### config.mk
export PLATFORM = sky130hd
export DESIGN_NAME = pio_mode0_emu
export DESIGN_NICKNAME = d
export VERILOG_FILES = /design/src/rtl/pio_mode0_pkg.sv /design/src/rtl/pio_mode0_chip.sv /design/src/rtl/pio_mode0_rdmux.sv /design/src/rtl/pio_mode0_emu.sv
export SDC_FILE = /design/constraint.sdc
export NUM_CORES = 1
export LEC_CHECK = 0
export BUFFER_PORTS_ARGS = -buffer_cell sky130_fd_sc_hd__buf_2
export CAP_MARGIN = 20
export CORE_AREA = 2 2 127 129
export DETAILED_ROUTE_END_ITERATION = 6
export DIE_AREA = 0 0 129 131
export PLACE_DENSITY = 0.9
export SYNTH_ARGS = -nofsm -noshare
export SYNTH_HDL_FRONTEND = slang
export SYNTH_SLANG_ARGS = --single-unit
### constraint.sdc
create_clock -name clk -period 7.6 [get_ports clk]
set_input_delay 0.38 -clock clk [delete_from_list [all_inputs] [get_ports clk]]
set_output_delay 0.38 -clock clk [all_outputs]
set_load 0.03 [all_outputs]
### src/rtl/pio_mode0_pkg.sv
package pio_mode0_pkg;
  localparam int unsigned NUM_CHIPS = 4;
  localparam int unsigned PORT_W    = 8;
  localparam int unsigned NIB_W     = PORT_W / 2;
  localparam int unsigned NUM_PORTS = 3;
  localparam int unsigned NUM_GRPS  = 4;
  localparam int unsigned CHIP_PINS = NUM_PORTS * PORT_W;
  localparam int unsigned ALL_PINS  = NUM_CHIPS * CHIP_PINS;
  localparam int unsigned ADDR_W    = 5;

  localparam logic [ADDR_W-1:0] CFG01_OFS = 5'h14;
  localparam logic [ADDR_W-1:0] CFG23_OFS = 5'h0F;
  localparam logic [1:0]        SEL_CTL   = 2'd3;

  // group index inside one device
  localparam int unsigned G_A   = 0;
  localparam int unsigned G_B   = 1;
  localparam int unsigned G_CLO = 2;
  localparam int unsigned G_CHI = 3;

  function automatic logic ctl_ok(input logic [PORT_W-1:0] d);
    return d[7] & ~d[6] & ~d[5] & ~d[2];
  endfunction

  // returns per-group "is input" flags, indexed by group number
  function automatic logic [NUM_GRPS-1:0] ctl_in_flags(input logic [PORT_W-1:0] d);
    return {d[3], d[0], d[1], d[4]};
  endfunction
endpackage

### src/rtl/pio_mode0_chip.sv
module pio_mode0_chip
  import pio_mode0_pkg::*;
(
  input  logic                 clk,
  input  logic                 rst,
  input  logic                 wr_en,
  input  logic [1:0]           sel,
  input  logic [PORT_W-1:0]    wr_data,
  input  logic [NUM_GRPS-1:0]  strap,
  input  logic [CHIP_PINS-1:0] pin_in,
  output logic [CHIP_PINS-1:0] pin_out,
  output logic [CHIP_PINS-1:0] pin_oe,
  output logic [CHIP_PINS-1:0] rd_port,
  output logic [NUM_GRPS-1:0]  cfg
);
  logic [NUM_GRPS-1:0] sw_in;
  logic [NUM_GRPS-1:0] grp_out;
  logic [PORT_W-1:0]   lat [NUM_PORTS];

  always_ff @(posedge clk) begin
    if (rst) begin
      sw_in <= '1;
    end else if (wr_en && sel == SEL_CTL && ctl_ok(wr_data)) begin
      sw_in <= ctl_in_flags(wr_data);
    end
  end

  for (genvar p = 0; p < NUM_PORTS; p++) begin : g_lat
    always_ff @(posedge clk) begin
      if (rst) begin
        lat[p] <= '0;
      end else if (wr_en && sel == 2'(p)) begin
        lat[p] <= wr_data;
      end
    end
    assign pin_out[p*PORT_W +: PORT_W] = lat[p];
  end

  assign grp_out = strap | ~sw_in;

  assign pin_oe[0*PORT_W +: PORT_W]       = {PORT_W{grp_out[G_A]}};
  assign pin_oe[1*PORT_W +: PORT_W]       = {PORT_W{grp_out[G_B]}};
  assign pin_oe[2*PORT_W +: NIB_W]        = {NIB_W{grp_out[G_CLO]}};
  assign pin_oe[2*PORT_W+NIB_W +: NIB_W]  = {NIB_W{grp_out[G_CHI]}};

  assign rd_port = (pin_out & pin_oe) | (pin_in & ~pin_oe);

  assign cfg = {grp_out[G_CLO], grp_out[G_B], grp_out[G_CHI], grp_out[G_A]};
endmodule

### src/rtl/pio_mode0_rdmux.sv
module pio_mode0_rdmux
  import pio_mode0_pkg::*;
(
  input  logic [ADDR_W-1:0]          addr,
  input  logic [ALL_PINS-1:0]        rd_port_all,
  input  logic [NUM_CHIPS*NUM_GRPS-1:0] cfg_all,
  output logic [PORT_W-1:0]          rd_next
);
  logic [1:0] chip_idx;
  logic [1:0] port_idx;

  assign chip_idx = addr[3:2];
  assign port_idx = addr[1:0];

  always_comb begin
    rd_next = '0;
    if (addr == CFG01_OFS) begin
      rd_next = {cfg_all[0*NUM_GRPS +: NUM_GRPS], cfg_all[1*NUM_GRPS +: NUM_GRPS]};
    end else if (addr == CFG23_OFS) begin
      rd_next = {cfg_all[2*NUM_GRPS +: NUM_GRPS], cfg_all[3*NUM_GRPS +: NUM_GRPS]};
    end else if (!addr[4] && port_idx != SEL_CTL) begin
      rd_next = rd_port_all[chip_idx*CHIP_PINS + port_idx*PORT_W +: PORT_W];
    end
  end
endmodule

### src/rtl/pio_mode0_emu.sv
module pio_mode0_emu
  import pio_mode0_pkg::*;
(
  input  logic                          clk,
  input  logic                          por_rst,
  input  logic                          bus_rst,
  input  logic                          hold_on_bus_rst,
  input  logic                          wr_en,
  input  logic [ADDR_W-1:0]             addr,
  input  logic [PORT_W-1:0]             wr_data,
  output logic [PORT_W-1:0]             rd_data,
  input  logic [NUM_CHIPS*NUM_GRPS-1:0] strap,
  input  logic [ALL_PINS-1:0]           pin_in,
  output logic [ALL_PINS-1:0]           pin_out,
  output logic [ALL_PINS-1:0]           pin_oe
);
  logic                          rst_eff;
  logic [ALL_PINS-1:0]           rd_port_all;
  logic [NUM_CHIPS*NUM_GRPS-1:0] cfg_all;
  logic [PORT_W-1:0]             rd_next;

  assign rst_eff = por_rst | (bus_rst & ~hold_on_bus_rst);

  for (genvar c = 0; c < NUM_CHIPS; c++) begin : g_chip
    logic chip_wr;
    assign chip_wr = wr_en && !addr[4] && addr[3:2] == 2'(c);

    pio_mode0_chip u_chip (
      .clk     (clk),
      .rst     (rst_eff),
      .wr_en   (chip_wr),
      .sel     (addr[1:0]),
      .wr_data (wr_data),
      .strap   (strap[c*NUM_GRPS +: NUM_GRPS]),
      .pin_in  (pin_in[c*CHIP_PINS +: CHIP_PINS]),
      .pin_out (pin_out[c*CHIP_PINS +: CHIP_PINS]),
      .pin_oe  (pin_oe[c*CHIP_PINS +: CHIP_PINS]),
      .rd_port (rd_port_all[c*CHIP_PINS +: CHIP_PINS]),
      .cfg     (cfg_all[c*NUM_GRPS +: NUM_GRPS])
    );
  end

  pio_mode0_rdmux u_rdmux (
    .addr        (addr),
    .rd_port_all (rd_port_all),
    .cfg_all     (cfg_all),
    .rd_next     (rd_next)
  );

  always_ff @(posedge clk) begin
    if (rst_eff) rd_data <= '0;
    else         rd_data <= rd_next;
  end
endmodule

==> flow_metrics.env <==
export IMPL_area_sequential_mm2=0.00336
export IMPL_clock_skew_final_ns=0.00925
export IMPL_final_period_utilization_pct=39.7
export IMPL_crit_path_time_final_ns=3.02
export IMPL_cts_repair_timing_setup_buffer_count=0
export IMPL_detail_route_iter0_violations=714
export IMPL_cts_max_level=4
export IMPL_detail_route_drc_violations=0
export IMPL_postRouteAntennaNets=0
export IMPL_vdd_ir_drop_max_v=0.000151
export IMPL_max_cap_viol_count=0
export IMPL_critPathMaxFanout=14
export IMPL_cts_hold_buf=0
export IMPL_overflow_after_grt=0
export IMPL_die_height_um=131
export IMPL_number_of_buffers_on_the_longest_clock_path=2
export IMPL_worstSetupEndpointType="register"
export IMPL_clkSinkCount=120
export IMPL_most_common_library_cell_in_the_layout_ignoring_fill_and_taps="buf_2"
export IMPL_vias_per_cell=5.81
export IMPL_highest_clock_frequency_the_design_can_meet_mhz=332
export IMPL_startpoint_class_of_the_critical_path="primary input"
export IMPL_fin_setup_tns_ns=0
export IMPL_wl_cell_um=24.1
export IMPL_final_cell_mix="buf_2, and2_1, edfxtp_1, mux2i_1, nand2_1"
export IMPL_layout_filler_cells=1344
export IMPL_syn_inst=695
export IMPL_worst_path_clk_slew_ns=0.05
export IMPL_worst_ep_required_time_ns=7.96
export IMPL_design_die_area_mm2=0.0169
export IMPL_post_route_cells_drive_above_1_share_pct=41.5
export IMPL_core_area_mm2=0.0156
export IMPL_synth_yosys_warnings=0
export IMPL_io_pins=330
export IMPL_asyncSetResetFlopFracSynth_pct=0
export IMPL_layout_nets=1075
export IMPL_synth_cell_types=64
export IMPL_post_cts_resize_count=0
export IMPL_final_count_of_hold_timing_violations=0
export IMPL_cellLeakagePower_nw=4.46
export IMPL_postSynthRegisterBits=120
export IMPL_quantity_of_i_o_buffers_inserted_on_ports=329
export IMPL_cell_type_contributing_the_most_total_cell_area_after_synthesis="edfxtp_1"
export IMPL_antenna_diode_count=0
export IMPL_worst_endpoint_arrival_ns=3.38
export IMPL_grtUsageTotal_pct=32.4
export IMPL_floorplan_die_width_um=129
export IMPL_antenna_found_initial=1
export IMPL_tritoncts="built"
export IMPL_timing_slew_headroom_pct=26.1
export IMPL_synth_sequential_area_ratio_pct=44.9
export IMPL_worstMarginPinSlew_ns=1.10
export IMPL_area_share_of_the_leading_cell_type_in_the_synthesized_netlist_pct=38.5
export IMPL_setup_viol=0
export IMPL_cts_inserted_buffers=17
export IMPL_synthesis_area_mm2=0.00749
export IMPL_outcome="finished, final reports clean"
export IMPL_multiInputGateArea_mm2=0.00325
export IMPL_yosys_most_used_dff="edfxtp_1"
export IMPL_std_cell_rows=46
export IMPL_hold_path_class="primary input to register"
export IMPL_detail_route_first_pass_iterations=6
export IMPL_critical_path_class="primary input to register"
export IMPL_clock_root_buffer="clkbuf_16"
export IMPL_drt_wl_total_um=28100
export IMPL_area_delta_synth_final_pct=24.2
export IMPL_grt_setup_unrepaired="no"
export IMPL_mean_post_synth_cell_area_um2=10.8
export IMPL_dr_total_vias=6764
export IMPL_clkLatencyLatePin_ns=0.42
export IMPL_timing_final_max_slew_violations=0
export IMPL_gp_congestion=0.930
export IMPL_finish_utilization_pct=59.6
export IMPL_synthesis_nets=832
export IMPL_grt_pass1_vias=6304
export IMPL_initial_cell_density_of_the_core_pct=48.0
export IMPL_whs_ns=0.374
export IMPL_power_density_mw_per_mm2=223
export IMPL_detailed_place_hpwl_um=21000
export IMPL_synth_enable_flop_cells=96
export IMPL_synth_top_cells_by_area="edfxtp_1, mux2i_1, buf_4"
export IMPL_grt_start_max_net_pins=42
export IMPL_grt_pass1_wl_um=39000
==> worst max-delay path, cell delays in order <==
cell and delay (ns):
buf_2 0.12, inv_1 0.06, ha_1 0.30, inv_1 0.05
fa_1 0.48, xor2_2 0.74, a211oi_1 0.12, mux4_2 0.52
nor4_1 0.37, o311a_1 0.21
==> final cells by class <==
| type | instances | area share, % |
|---|---|---|
| sequential | 120 | 36.2 |
| multi-input combinational | 431 | 34.9 |
| timing repair buffer | 347 | 19.1 |
| clock buffer | 17 | 4.57 |
| tap | 216 | 2.91 |
| clock inverter | 13 | 1.48 |
| inverter | 21 | 0.847 |
==> registers in the layout, summed over array words and instances (netlist names) <==
signal and flops:
g_chip.u_chip.sw_in 16, g_chip.u_chip.lat 96, rd_data 8
==> per-layer routing <==
metal	part of all wire, %	GRT usage, %	vias to the layer above
met1	37	41.8	3226
met2	47	52.0	539
met4	3.8	13.2	2
met5	0.039	0	-
met3	12	8.63	97
li1	-	-	2900
==> synthesized netlist by cell type (3+ instances only) <==
| cell type | count |
|---|---|
| and2_1 | 97 |
| edfxtp_1 | 96 |
| mux2i_1 | 88 |
| buf_4 | 83 |
| nand2_1 | 43 |
| dfxtp_1 | 24 |
| clkbuf_1 | 23 |
| o21ai_0 | 20 |
| and3b_1 | 19 |
| nor2_1 | 19 |
| inv_1 | 18 |
| a211oi_1 | 17 |
| buf_2 | 15 |
| nor2b_1 | 14 |
| a22oi_1 | 10 |
| mux4_2 | 10 |
| nand3_1 | 9 |
| nand2b_1 | 7 |
| a32oi_1 | 6 |
| ha_1 | 6 |
| a21oi_1 | 5 |
| a31oi_1 | 5 |
| o22ai_1 | 5 |
| inv_2 | 3 |
| o21bai_1 | 3 |
| or2_2 | 3 |
==> through the flow <==
stage / total power [W] / worst slack, ns / instances / instance area (um2)
2_1_floorplan: 0.00113 / 4.90 / 695 / 7490
3_3_place_gp: 0.00128 / 4.32 / 1132 / 8720
4_1_cts: 0.00207 / 4.60 / 1164 / 9300
6_report: 0.00208 / 4.58 / 1165 / 9300
3_5_place_dp: 0.00128 / 4.16 / 1134 / 8730
5_1_grt: 0.00213 / 4.50 / 1165 / 9300
==> path summary, 6_finish.rpt <==
kind / end / slack (ns) / startpoint / cells past startpoint
setup reg to reg: rd_data[3]$_SDFF_PP0_ / 5.24 / g_chip[0].u_chip.sw_in[1]$_SDFFE_PP1P_ / 5
hold reg to reg: g_chip[3].u_chip.sw_in[2]$_SDFFE_PP1P_ / 0.47 / g_chip[3].u_chip.sw_in[2]$_SDFFE_PP1P_ / 2
hold / removal: rd_data[3]$_SDFF_PP0_ / 0.37 / addr[4] / 3
setup / recovery: rd_data[3]$_SDFF_PP0_ / 4.58 / addr[2] / 10
==> logic make-up after synthesis <==
group,count (synthesis),share of synthesized area [%]
compound gates,96,9.12
buf+inv,144,11.7
flops,120,44.9
xor+xnor,2,0.435
mux,99,14.9
simple gates,227,17.6
fa+ha+maj,7,1.27
==> power by group <==
group / leakage (nW) / internal, W / switching, W
Sequential: 1.17 / 0.000750 / 0.0000246
Clock: 0.278 / 0.000503 / 0.000290
Combinational: 3.00 / 0.000163 / 0.000347
Note: power is estimated with default switching activity, not from simulation.
